[src/rtl/ivec_pkg.sv]
package ivec_pkg;
    localparam int ADDR_W = 16;
    localparam int PAGE_W = 7;                 // 128-word page
    localparam int SLOT_W = 2;                 // four words per slot
    localparam int VNUM_W = PAGE_W - SLOT_W;
    localparam int PTR_W  = ADDR_W - PAGE_W;

    typedef logic [PTR_W-1:0]  ptr_t;
    typedef logic [VNUM_W-1:0] vnum_t;
    typedef logic [ADDR_W-1:0] addr_t;

    typedef enum logic [1:0] {REQ_NONE, REQ_VEC, REQ_RESET} req_kind_e;

    typedef struct packed {
        logic  valid;
        addr_t addr;
        logic  onchip;
    } fetch_t;

    localparam ptr_t PTR_RESET = '1;

    function automatic addr_t slot_addr(ptr_t base, vnum_t num);
        return {base, num, {SLOT_W{1'b0}}};
    endfunction

    function automatic logic in_top_page(addr_t a);
        return &a[ADDR_W-1:PAGE_W];
    endfunction
endpackage

[src/rtl/ivec_ptr_reg.sv]
module ivec_ptr_reg
    import ivec_pkg::*;
(
    input  logic clk,
    input  logic rst,
    input  logic wr_en,
    input  ptr_t wr_data,
    input  logic reload,
    output ptr_t ptr
);
    always_ff @(posedge clk) begin
        if (rst || reload) ptr <= PTR_RESET;
        else if (wr_en)    ptr <= wr_data;
    end

    a_r3_write_lands: assert property (@(posedge clk) disable iff (rst)
        ($past(wr_en) && !$past(reload) && !$past(rst)) |-> ptr == $past(wr_data));
    a_r5_reload_ones: assert property (@(posedge clk) disable iff (rst)
        $past(reload) |-> ptr == PTR_RESET);
endmodule

[src/rtl/ivec_req_decode.sv]
module ivec_req_decode
    import ivec_pkg::*;
(
    input  logic      take,
    input  logic      hw_req,
    output req_kind_e kind
);
    always_comb begin
        if (hw_req)    kind = REQ_RESET;
        else if (take) kind = REQ_VEC;
        else           kind = REQ_NONE;
    end

    always_comb begin
        a_r4_reset_priority: assert (!hw_req || kind == REQ_RESET);
    end
endmodule

[src/rtl/ivec_fetch_stage.sv]
module ivec_fetch_stage
    import ivec_pkg::*;
(
    input  logic      clk,
    input  logic      rst,
    input  req_kind_e kind,
    input  ptr_t      ptr,
    input  vnum_t     vnum,
    input  logic      mp_mode,
    output fetch_t    fetch
);
    addr_t next_addr;

    always_comb begin
        case (kind)
            REQ_RESET: next_addr = slot_addr(PTR_RESET, '0);
            REQ_VEC:   next_addr = slot_addr(ptr, vnum);
            default:   next_addr = fetch.addr;
        endcase
    end

    always_ff @(posedge clk) begin
        if (rst) begin
            fetch <= '0;
        end else begin
            fetch.valid <= (kind != REQ_NONE);
            if (kind != REQ_NONE) begin
                fetch.addr   <= next_addr;
                fetch.onchip <= in_top_page(next_addr) && !mp_mode;
            end
        end
    end

    a_r2_aligned: assert property (@(posedge clk) disable iff (rst)
        fetch.valid |-> fetch.addr[SLOT_W-1:0] == '0);
    a_r4_reset_addr: assert property (@(posedge clk) disable iff (rst)
        (!$past(rst) && $past(kind) == REQ_RESET) |-> (fetch.valid && fetch.addr == 16'hFF80));
    a_r6_onchip_region: assert property (@(posedge clk) disable iff (rst)
        fetch.onchip |-> in_top_page(fetch.addr));
    a_r7_hold: assert property (@(posedge clk) disable iff (rst)
        (!$past(rst) && $past(kind) == REQ_NONE) |-> (!fetch.valid && $stable(fetch.addr) && $stable(fetch.onchip)));
endmodule

[src/rtl/ivec_locator.sv]
module ivec_locator
    import ivec_pkg::*;
(
    input  logic              clk,
    input  logic              rst,
    input  logic              ptr_wr_en,
    input  logic [PTR_W-1:0]  ptr_wr_data,
    input  logic              take_vec,
    input  logic [VNUM_W-1:0] vec_num,
    input  logic              hw_rst_req,
    input  logic              mp_mode,
    output logic [ADDR_W-1:0] fetch_addr,
    output logic              fetch_valid,
    output logic              fetch_onchip
);
    ptr_t      base_q;
    req_kind_e kind;
    fetch_t    fetch;

    ivec_ptr_reg u_ptr (
        .clk(clk), .rst(rst), .wr_en(ptr_wr_en), .wr_data(ptr_wr_data),
        .reload(hw_rst_req), .ptr(base_q)
    );

    ivec_req_decode u_dec (.take(take_vec), .hw_req(hw_rst_req), .kind(kind));

    ivec_fetch_stage u_fetch (
        .clk(clk), .rst(rst), .kind(kind), .ptr(base_q), .vnum(vec_num),
        .mp_mode(mp_mode), .fetch(fetch)
    );

    assign fetch_addr   = fetch.addr;
    assign fetch_valid  = fetch.valid;
    assign fetch_onchip = fetch.onchip;

    a_r2_single_pulse: assert property (@(posedge clk) disable iff (rst)
        fetch_valid |-> ($past(take_vec) || $past(hw_rst_req)));
endmodule

[config.mk]
export PLATFORM = sky130hd
export DESIGN_NAME = ivec_locator
export DESIGN_NICKNAME = d
export VERILOG_FILES = /design/src/rtl/ivec_pkg.sv /design/src/rtl/ivec_ptr_reg.sv /design/src/rtl/ivec_req_decode.sv /design/src/rtl/ivec_fetch_stage.sv /design/src/rtl/ivec_locator.sv
export SDC_FILE = /design/constraint.sdc
export NUM_CORES = 1
export LEC_CHECK = 0
export ABC_AREA = 1
export BUFFER_PORTS_ARGS = -buffer_cell sky130_fd_sc_hd__buf_2
export CAP_MARGIN = 15
export CELL_PAD_IN_SITES_DETAIL_PLACEMENT = 0
export CELL_PAD_IN_SITES_GLOBAL_PLACEMENT = 2
export CORE_MARGIN = 2
export CORE_UTILIZATION = 25
export CTS_BUF_LIST = sky130_fd_sc_hd__clkbuf_16
export DETAILED_ROUTE_END_ITERATION = 12
export HOLD_SLACK_MARGIN = 0.15
export PLACE_DENSITY = 0.77
export SLEW_MARGIN = 20
export SYNTH_ARGS = -nofsm -noshare
export SYNTH_HDL_FRONTEND = slang
export SYNTH_SLANG_ARGS = --single-unit
[constraint.sdc]
create_clock -name clk -period 0.9 [get_ports clk]
set_input_delay 0.045 -clock clk [delete_from_list [all_inputs] [get_ports clk]]
set_output_delay 0.045 -clock clk [all_outputs]
set_load 0.005 [all_outputs]
* Word-level counts from Yosys, hierarchy flattened
Index checks and enable logic that the tools add are counted.
Storage, ports and cells: register bits after elaboration 27, bits in latches 0, RAM bits 0, ROM bits 0, input bits 20, output and inout port bits 18, word-level logic and storage cells 17, memories 0
Cells by class: $add $sub $neg 0, multipliers 0, div/mod/pow operators 0, $lt $le $gt $ge 0, equal/unequal tests 2, shift operators 0, multiplexer cells 3, bitwise logic cells 0, reduce and logical (&&, ||, !) cells 7
Operator list (count):
- 16-bit case mux with 2 select lines | 1
- 9-bit AND reduction | 1
- 2-bit nonzero test | 2
- 2-bit by 1-bit equality test with 1-bit output (second input constant) | 1
- 2-bit equality test (second input constant) | 1
- 2-bit two-way mux | 1
- 2-bit AND reduction | 1
- 1-bit logical AND | 1
- 1-bit logical NOT | 1
- 1-bit logical OR | 1
- 1-bit two-way mux | 1

* Depth between registers and ports, before layout
Gate-level depths: netlist of the first run.
depth in word-level cells 6, mapped depth 7, gate-level depth less buffers 7

* Modules after synthesis
Synthesis of the first run repeated with hierarchy kept, for this count alone.
Second synthesis, totals: cell total of the unflattened synthesis 155, area, all modules 1157.4 µm²
By module, submodules not included:
- ivec_fetch_stage | instances 1, cells each 113, area each 820.8 µm², seq. area each 320.3 µm²
- ivec_ptr_reg | instances 1, cells each 39, area each 319.1 µm², seq. area each 180.2 µm²
- ivec_req_decode | instances 1, cells each 3, area each 17.5 µm², seq. area each 0.0 µm²

* Least setup slack after synthesis of the first run
Ideal clock, no wire load.
kind register to register, from register u_ptr.ptr[6], to register u_fetch.fetch[0] (netlist name), setup time 0.128 ns, arrival 0.700 ns, required time 0.772 ns, setup slack 0.072 ns, cell stages (with the launch flop) 7, buffers on the path 0, period minus slack after synthesis 0.828 ns, path through dfxtp_1 -> a21oi_1 -> nand2_1 -> nand2_1 -> nor2_1 -> nand3_1 -> a21oi_1
Between the ends: cells in the longest elaborated chain, start to end 3
Ends and longest elaborated chain:
- start: declaration | RTL line ivec_ptr_reg.sv:9 | output ptr_t ptr
- start signal: assignment | RTL line ivec_ptr_reg.sv:13 | else if (wr_en) ptr <= wr_data;
- 16-bit case mux with 2 select lines | RTL line ivec_fetch_stage.sv:15 | case (kind)
- 9-bit AND reduction | RTL line ivec_pkg.sv:27 | return &a[ADDR_W-1:PAGE_W];
- 1-bit logical AND | RTL line ivec_fetch_stage.sv:29 | fetch.onchip <= in_top_page(next_addr) && !mp_mode;
No other way between the ends. The select of a mux whose other input is x is not followed. A chain may end at the register's enable or synchronous reset.

* Worst setup path in the final report of the first run
from register u_ptr.ptr[4], to register u_fetch.fetch[0] (netlist name)
Between the ends: cells in the longest elaborated chain, start to end 3
Ends and longest elaborated chain (RTL line):
- 16-bit case mux with 2 select lines | ivec_fetch_stage.sv:15
- 9-bit AND reduction | ivec_pkg.sv:27
- 1-bit logical AND | ivec_fetch_stage.sv:29
No other way between the ends. The select of a mux whose other input is x is not followed.

==> results of run 1 <==
## flip-flops by register name, summed over array words and instances (netlist names)
signal         count
u_ptr.ptr          9
u_fetch.fetch     16
## synthesized netlist by cell type (all sizes together)
cell type and instances:
a21oi 20, o21ai 2, inv 4, clkbuf 2, buf 6, clkinv 1, nand3 15, dfxtp 25
nor2 10, conb 1, nand2 44
## routing by layer
layer,wire length (um),share of wire [%],vias to the layer above
met3,145,6.0,2
met1,1137,47,448
met5,0,0,-
met2,1123,46,34
li1,-,-,541
met4,16,0.66,0
## where the power goes
part	total (mW)	internal [mW]	leakage [nW]	switching, mW
Sequential	1.21	1.17	0.205	0.0328
Combinational	0.393	0.213	0.492	0.180
Clock	0.958	0.593	0.0423	0.365
Total	2.56	1.98	0.739	0.577
## path summary, 6_finish.rpt
| check | start | end | slack (ps) |
|---|---|---|---|
| max | u_ptr.ptr[4]$_SDFFE_PP1P_ | u_fetch.fetch[0]$_SDFFE_PP0P_ | -8 |
| max reg2reg | u_ptr.ptr[4]$_SDFFE_PP1P_ | u_fetch.fetch[0]$_SDFFE_PP0P_ | -8 |
| min reg2reg | u_ptr.ptr[4]$_SDFFE_PP1P_ | u_ptr.ptr[4]$_SDFFE_PP1P_ | 450 |
| min | hw_rst_req | u_fetch.fetch[8]$_SDFFE_PP0P_ | 160 |
## worst reg2reg max path: cells and delay by family, from the launching register on
family / cells / cell delay, ps
flip-flops: 1 / 320
AND/OR/NAND/NOR: 4 / 250
AO/OA/AOI/OAI: 2 / 230
## through the flow
step / instances / cell area [sq um] / hold WS [ps] / power [mW] / TNS (ps)
5_1_grt: 242 / 1579 / 184.1 / 2.683 / -95.48
2_1_floorplan: 131 / 980.9 / 167.1 / 1.385 / 0
4_1_cts: 240 / 1538 / 164.7 / 2.567 / 0
3_3_place_gp: 221 / 1289 / 252.8 / 1.545 / -94.43
3_5_place_dp: 221 / 1289 / 261.8 / 1.548 / -149.9
6_report: 242 / 1579 / 162.8 / 2.557 / -8.440
## final cells by class
type	count	area [sq um]	share of cell area, %
Sequential cell	25	516.7	32.73
Timing Repair Buffer	67	465.4	29.48
Multi-Input combinational cell	93	439.2	27.81
Clock buffer	3	75.07	4.754
Clock inverter	1	3.754	0.2377
Inverter	5	18.77	1.189
Tap cell	48	60.06	3.803
## logic make-up (layout without fill, tap and decap cells)
family	count (synthesis)	in the layout
AND/OR/NAND/NOR	69	69
flip-flops	25	25
AO/OA/AOI/OAI	22	22
buffers and inverters	13	76
other	1	2
## timing repair
| item | 4_1_cts | 5_1_grt |
|---|---|---|
| hold endpoints to repair | 15 | 0 |
| pin swaps | 0 | 10 |
| setup buffers | 0 | 2 |
| hold buffers | 15 | 0 |
| endpoints found under the setup margin | 1 | 1 |
| resized for setup | 8 | 15 |
==> results.py, run 1 <==
metrics = {
    "placed_design": {
        "portBuffers": 35,
        "dp_hpwl_um": 1788,
        "place_ws_ps": -149.9,
        "gp_congestion": 0.7469,
    },
    "sta": {
        "period_needed_ps": 908.4,
        "post-route-period-util_pct": 100.9,
        "timing.final.ws_setup_ps": -8.440,
        "finalClockSkew_ps": 2.337,
        "fmax_mhz": 1101,
        "slew_violations": 0,
        "finalHoldViolCount": 0,
        "setup_viol": 1,
        "rsz0062_at_grt": "yes",
    },
    "logic_synthesis": {
        "avgSynthCellArea_sq_um": 7.517,
        "synth_top_area_cell": "dfxtp_1",
        "synth_area_leaders": "dfxtp_1 (51%), nand2_1 (17%), a21oi_1 (9.7%)",
        "synth-seq-cells": 25,
        "synthAdderAreaFrac_pct": 0,
        "synth_top_area_share_pct": 51.22,
        "synth_xor_area_share_pct": 0,
        "seq_area_frac_synth_pct": 51.22,
        "synth_compound_area_share_pct": 11.65,
        "synthCells": 130,
        "yosysWarnings": 0,
        "synth_top_family_by_area": "simple AND/OR/NAND/NOR gates",
        "ys_types": 17,
        "yosys-mux-area-fraction_pct": 0,
        "yosys.area_share.simple_pct": 29.45,
        "syn_area_sq_um": 977.2,
    },
    "die": {
        "rows": 22,
        "die_x_um": 66.52,
        "fp.dieH_um": 66.52,
        "core-area_sq_mm": 0.003716,
        "initial_core_util_pct": 26.30,
        "die-area_sq_mm": 0.004425,
        "ios": 38,
    },
    "detailed_routing": {
        "drt_iter0_drc": 32,
        "num_vias": 1025,
        "drc": 0,
        "vias_per_cell": 4.236,
        "firstDrtPassIters": 4,
        "ant_nets": 0,
        "drt-total-wl_um": 2422,
        "wl_per_cell_um": 10.01,
    },
    "clock_network": {
        "clkLatencyLatePin_ps": 250,
        "clk_path_buf_depth": 2,
        "clock-root-buffer": "clkbuf_16",
        "clkTransAtPathRegs_ps": 60,
        "cts_tree": "yes",
        "cts_sinks": 25,
        "cts_buffers": 3,
        "htreeDepth": 1,
    },
    "final_layout": {
        "mostFrequentLayoutCell": "nand2_1",
        "syn2layout_area_growth_pct": 61.59,
        "mostFrequentLayoutCells": "nand2_1 (38), buf_2 (35), buf_4 (16)",
        "antenna_cells": 0,
        "drive_gt1_share_pct": 42.27,
        "fillers": 387,
        "final_nets": 215,
        "final_core_util_pct": 42.49,
    },
    "worst_setup_path": {
        "cp_cell_sequence": "a21oi_1, nand2_1, nand2_1, nor2_1, nand3_1, a21oi_1",
        "cp-start-kind": "flop",
        "cp.depth": 6,
        "max_stage_delay_ps": 320,
        "r2r_cells": 6,
        "cpLargestDelayFamily": "flip-flops",
        "cp_max_fo": 2,
        "crit_slowest_cell": "dfxtp_2",
        "required_ps": 1050,
        "worst-path-buf-inv": 0,
        "endpoint_kind": "flop",
        "arrival_ps": 1060,
        "critical_path_class": "flop to flop",
    },
    "power_and_ir_drop": {
        "power_density_mw_per_mm2": 1619,
        "ir_drop_mv": 1.267,
        "leakagePower_nw": 0.7394,
    },
    "global_route": {
        "use_met3_pct": 3.716,
        "grt.met2_usage_pct": 19.38,
        "gr-usage-met1_pct": 14.88,
        "grt_pass1_wl_um": 3939,
        "antenna_found_initial": 0,
        "grt_overflow": 0,
        "grt_usage_pct": 11.69,
        "grt_pass1_vias": 886,
        "top_usage_layer": "met2",
        "grt_max_degree": 14,
    },
    "run_status": {
        "status": "finished with violations",
        "violations": "negative setup slack",
    },
    "run": {
        "max_cap_violations": 0,
    },
    "hold_path": {
        "hp-class": "primary input to flop",
        "worstHoldPathCells": 4,
    },
}
(Power assumes the default switching activity.)
==> inputs of run 2 (changes only) <==
Settings changed: CORE_UTILIZATION 25 to 27, PLACE_DENSITY 0.77 to 0.82.
Clock period 0.9 ns to 1.05 ns, I/O delays scaled along.
==> results.py, run 2 (synthesis gave the netlist of run 1 again) <==
metrics = {
    "final_layout": {
        "regMostFlops": "u_fetch.fetch",
        "mostFrequentLayoutCell": "nand2_1",
        "drive_gt1_share_pct": 26.63,
        "mostFrequentLayoutCells": "nand2_1 (44), buf_2 (35), dfxtp_1 (25)",
        "largest_registers": "u_fetch.fetch x16, u_ptr.ptr x9",
        "stdcell_area_sq_mm": 0.001449,
        "final_core_util_pct": 42.42,
        "layoutNonFillerInstCount": 230,
        "fillers": 351,
        "largest_reg_flops": 16,
        "final_nets": 205,
        "antenna_cells": 0,
        "syn2layout_area_growth_pct": 48.27,
    },
    "worst_setup_path": {
        "cp_max_fo": 2,
        "cp_cell_sequence": "a21oi_1, nand2_1, nand2_1, nor2_1, nand3_1, a21oi_1",
        "worst-path-buf-inv": 0,
        "crit_slowest_cell": "dfxtp_1",
        "cp-start-kind": "flop",
        "r2r-start": "u_ptr.ptr[0]$_SDFFE_PP1P_",
        "max_stage_delay_ps": 320,
        "required_ps": 1180,
        "regToRegEndpoint": "u_fetch.fetch[0]$_SDFFE_PP0P_",
        "arrival_ps": 1060,
        "rrSetupSlack_ps": 120,
        "critical_path_class": "flop to flop",
        "endpoint_kind": "flop",
        "cpLargestDelayFamily": "flip-flops",
        "r2r_cells": 6,
    },
    "run_status": {
        "status": "complete, no violations",
    },
    "global_route": {
        "grt_usage_pct": 12.12,
        "antenna_found_initial": 0,
        "grt_max_degree": 18,
        "grt_pass1_vias": 895,
        "grt_overflow": 0,
        "grt_pass1_wl_um": 3988,
    },
    "die": {
        "fp.dieH_um": 64.16,
        "rows": 21,
        "die_x_um": 64.16,
        "ios": 38,
        "initial_core_util_pct": 28.61,
        "core-area_sq_mm": 0.003416,
        "die-area_sq_mm": 0.004117,
    },
    "hold_path": {
        "hold_path.startpoint": "rst",
        "min_to": "u_fetch.fetch[15]$_SDFFE_PP0P_",
        "hp-class": "primary input to flop",
        "worstHoldPathCells": 2,
    },
    "power_and_ir_drop": {
        "power_density_mw_per_mm2": 1472,
        "leakagePower_nw": 0.6854,
        "p_total_mw": 2.132,
        "ir_drop_mv": 0.5656,
    },
    "detailed_routing": {
        "drt_iter0_drc": 31,
        "drt-total-wl_um": 2353,
        "vias_per_cell": 4.296,
        "ant_nets": 0,
        "drc": 0,
        "wl_per_cell_um": 10.23,
        "firstDrtPassIters": 6,
        "num_vias": 988,
    },
    "placed_design": {
        "place_ws_ps": 23.93,
        "portBuffers": 35,
        "dp.cells": 210,
        "gp_congestion": 0.7831,
        "dp_hpwl_um": 1706,
        "postPlaceCellArea_sq_mm": 0.001206,
    },
    "clock_network": {
        "cts_buffers": 3,
        "post_cts_buffers": 0,
        "clkTransAtPathRegs_ps": 60,
        "cts_sinks": 25,
        "clkLatencyLatePin_ps": 250,
        "htreeDepth": 1,
        "clk_path_buf_depth": 2,
        "clock-root-buffer": "clkbuf_16",
        "cts_tree": "yes",
    },
    "run": {
        "max_cap_violations": 0,
    },
    "sta": {
        "holdWs_ps": 163.9,
        "fmax_mhz": 1078,
        "post-route-period-util_pct": 88.33,
        "setup_viol": 0,
        "slew_violations": 0,
        "tns_ps": 0,
        "period_needed_ps": 927.4,
        "rsz0062_at_grt": "no",
        "finalHoldViolCount": 0,
        "timing.final.ws_setup_ps": 122.6,
        "finalClockSkew_ps": 0.9229,
    },
}
## run 2: cell types whose count changed in the layout (fill, tap and decap cells not counted), sizes merged
cell         change
buf             -11
dlygate4sd3      +1
## run 2: how the worst max path moves through the flow
| stage | from | to | slack, ps | depth (start not counted) |
|---|---|---|---|---|
| after global routing | u_ptr.ptr[0]$_SDFFE_PP1P_ | u_fetch.fetch[0]$_SDFFE_PP0P_ | 20 | 6 |
| after floorplan | ptr_wr_en | u_ptr.ptr[0]$_SDFFE_PP1P_ | 220 | 4 |
| final | u_ptr.ptr[0]$_SDFFE_PP1P_ | u_fetch.fetch[0]$_SDFFE_PP0P_ | 120 | 6 |
| after detailed placement | hw_rst_req | u_fetch.fetch[0]$_SDFFE_PP0P_ | 20 | 8 |
| after global placement | hw_rst_req | u_fetch.fetch[0]$_SDFFE_PP0P_ | 60 | 8 |
| after CTS | u_ptr.ptr[4]$_SDFFE_PP1P_ | u_fetch.fetch[0]$_SDFFE_PP0P_ | 110 | 6 |
## run 2: layer usage
| layer | global-route usage [%] | vias to the layer above | part of all wire (%) |
|---|---|---|---|
| met5 | 0 | - | 0 |
| met4 | 3.191 | 0 | 1.1 |
| met3 | 2.993 | 4 | 4.6 |
| met2 | 20.44 | 26 | 47 |
| met1 | 15.36 | 432 | 47 |
| li1 | - | 526 | - |
## run 2: what timing repair did
action / 4_1_cts / 5_1_grt
endpoints found under the hold margin: 14 / 0
setup endpoints to repair: 0 / 1
gates resized for setup: 0 / 1
hold buffers: 16 / 0
## run 2: cell type report
cell class / count / area, sq um / share of cell area (%)
flip-flops and latches: 25 / 500.5 / 34.54
multi-input cells: 93 / 412.9 / 28.50
repair buffers: 57 / 380.4 / 26.25
clock buffers: 3 / 75.07 / 5.181
well taps: 46 / 57.56 / 3.972
inverters: 5 / 18.77 / 1.295
clock inverters: 1 / 3.754 / 0.2591
## run 2: power by group
group	leakage, nW	switching (mW)	internal (mW)	total (mW)
registers	0.207	0.0245	1.00	1.02
logic	0.436	0.144	0.148	0.292
clock network	0.0423	0.308	0.508	0.816
total	0.685	0.476	1.66	2.13
## run 2: worst register-to-register path, delay by kind of cell, from the launching register on
family | cells | cell delay (ps)
flip-flops | 1 | 320
AO/OA/AOI/OAI | 2 | 250
AND/OR/NAND/NOR | 4 | 220
==> inputs of run 3 (changes only) <==
Settings changed: PLACE_DENSITY 0.82 to 0.87, SETUP_SLACK_MARGIN set to 0.3.
==> results.py, run 3 (synthesis gave the netlist of run 1 again) <==
metrics = {
    "clock_network": {
        "clkTransAtPathRegs_ps": 60,
        "clkLatencyLatePin_ps": 260,
        "clock-root-buffer": "clkbuf_16",
        "postCtsHoldBufs": 14,
        "htreeDepth": 1,
        "cts_sinks": 25,
        "cts_tree": "yes",
        "cts_buffers": 3,
        "clk_path_buf_depth": 2,
    },
    "run": {
        "max_cap_violations": 0,
    },
    "global_route": {
        "grt.met2_usage_pct": 21.61,
        "grt_pass1_vias": 945,
        "antenna_found_initial": 0,
        "grt_max_degree": 14,
        "use_met3_pct": 3.697,
        "gr-usage-met1_pct": 14.29,
        "grt_usage_pct": 12.89,
        "grt_overflow": 0,
        "top_usage_layer": "met2",
        "grt_pass1_wl_um": 4091,
    },
    "final_layout": {
        "stdcell_area_sq_mm": 0.001549,
        "fillers": 367,
        "largest_reg_flops": 16,
        "mostFrequentLayoutCell": "nand2_1",
        "drive_gt1_share_pct": 43.32,
        "final_nets": 208,
        "mostFrequentLayoutCells": "nand2_1 (44), buf_2 (32), dfxtp_2 (19)",
        "largest_registers": "u_fetch.fetch x16, u_ptr.ptr x9",
        "regMostFlops": "u_fetch.fetch",
        "antenna_cells": 0,
        "syn2layout_area_growth_pct": 58.52,
    },
    "worst_setup_path": {
        "cp_max_fo": 2,
        "cp-start-kind": "flop",
        "critical_path_class": "flop to flop",
        "cpLargestDelayFamily": "flip-flops",
        "worst-path-buf-inv": 0,
        "max_stage_delay_ps": 320,
        "arrival_ps": 1040,
        "crit_slowest_cell": "dfxtp_1",
        "endpoint_kind": "flop",
        "cp_cell_sequence": "a21oi_2, nand2_1, nand2_1, nor2_1, nand3_1, a21oi_2",
        "required_ps": 1210,
    },
    "sta": {
        "fmax_mhz": 1131,
        "rsz0062_at_grt": "yes",
        "finalClockSkew_ps": 3.193,
        "holdWs_ps": 88.31,
        "slew_violations": 0,
        "post-route-period-util_pct": 84.24,
        "finalHoldViolCount": 0,
        "period_needed_ps": 884.5,
        "setup_viol": 0,
        "tns_ps": 0,
    },
    "placed_design": {
        "postPlaceCellArea_sq_mm": 0.001261,
        "portBuffers": 35,
        "dp_hpwl_um": 1730,
        "gp_congestion": 0.7748,
    },
    "die": {
        "die_x_um": 64.16,
        "ios": 38,
        "die-area_sq_mm": 0.004117,
        "core-area_sq_mm": 0.003416,
        "fp.dieH_um": 64.16,
        "initial_core_util_pct": 28.61,
        "rows": 21,
    },
    "detailed_routing": {
        "drc": 0,
        "drt-total-wl_um": 2478,
        "drt_iter0_drc": 12,
        "firstDrtPassIters": 4,
        "num_vias": 1000,
        "ant_nets": 0,
        "vias_per_cell": 4.292,
        "wl_per_cell_um": 10.64,
    },
    "power_and_ir_drop": {
        "leakagePower_nw": 0.7179,
        "power_density_mw_per_mm2": 1419,
        "ir_drop_mv": 0.7084,
    },
    "run_status": {
        "status": "complete, no violations",
    },
    "hold_path": {
        "hp-class": "primary input to flop",
    },
}
run 3: cell count changes in the layout (fill, tap and decap cells not counted), sizes merged:
cell	previous run	this run
dlygate4sd3	16	14
buf	41	46
run 3: stage by stage:
| stage | instances | setup WS, ps | total power, mW | util (%) |
|---|---|---|---|---|
| 2_1_floorplan | 131 | 245.8 | 1.198 | - |
| 3_3_place_gp | 212 | 55.00 | 1.313 | 36.92 |
| 3_5_place_dp | 212 | 40.45 | 1.316 | 36.92 |
| 4_1_cts | 231 | 168.8 | 2.213 | 44.03 |
| 5_1_grt | 233 | 52.88 | 2.304 | 45.35 |
| 6_report | 233 | 165.5 | 2.197 | 45.35 |
run 3: cell type report:
type	count	area, sq um	share of cell area (%)
inverter	5	20.02	1.292
clock inverter	1	3.754	0.2423
tap	46	57.56	3.716
sequential	25	524.3	33.84
clock buffer	3	75.07	4.847
timing repair buffer	60	429.2	27.71
multi-input combinational	93	439.2	28.35
run 3: worst paths after layout:
path,slack (ps),cells past startpoint,from,to
min,90,2,rst,u_fetch.fetch[3]$_SDFFE_PP0P_
min reg2reg,460,2,u_ptr.ptr[6]$_SDFFE_PP1P_,u_ptr.ptr[6]$_SDFFE_PP1P_
max,170,6,u_ptr.ptr[4]$_SDFFE_PP1P_,u_fetch.fetch[0]$_SDFFE_PP0P_
max reg2reg,170,6,u_ptr.ptr[4]$_SDFFE_PP1P_,u_fetch.fetch[0]$_SDFFE_PP0P_
run 3: repair_timing:
action,4_1_cts,5_1_grt
setup endpoints to repair,16,19
gates resized for setup,13,6
buffers inserted,1,2
pin swaps,1,1
endpoints found under the hold margin,20,9
run 3: where the power goes:
part | internal (mW) | switching [mW]
logic | 0.171 | 0.152
clock network | 0.510 | 0.330
registers | 1.01 | 0.0278
run 3: per-layer routing:
layer | wire (um) | share of wire [%]
met3 | 101 | 4.1
met1 | 1069 | 43
met2 | 1226 | 49
met4 | 80 | 3.2
met5 | 0 | 0
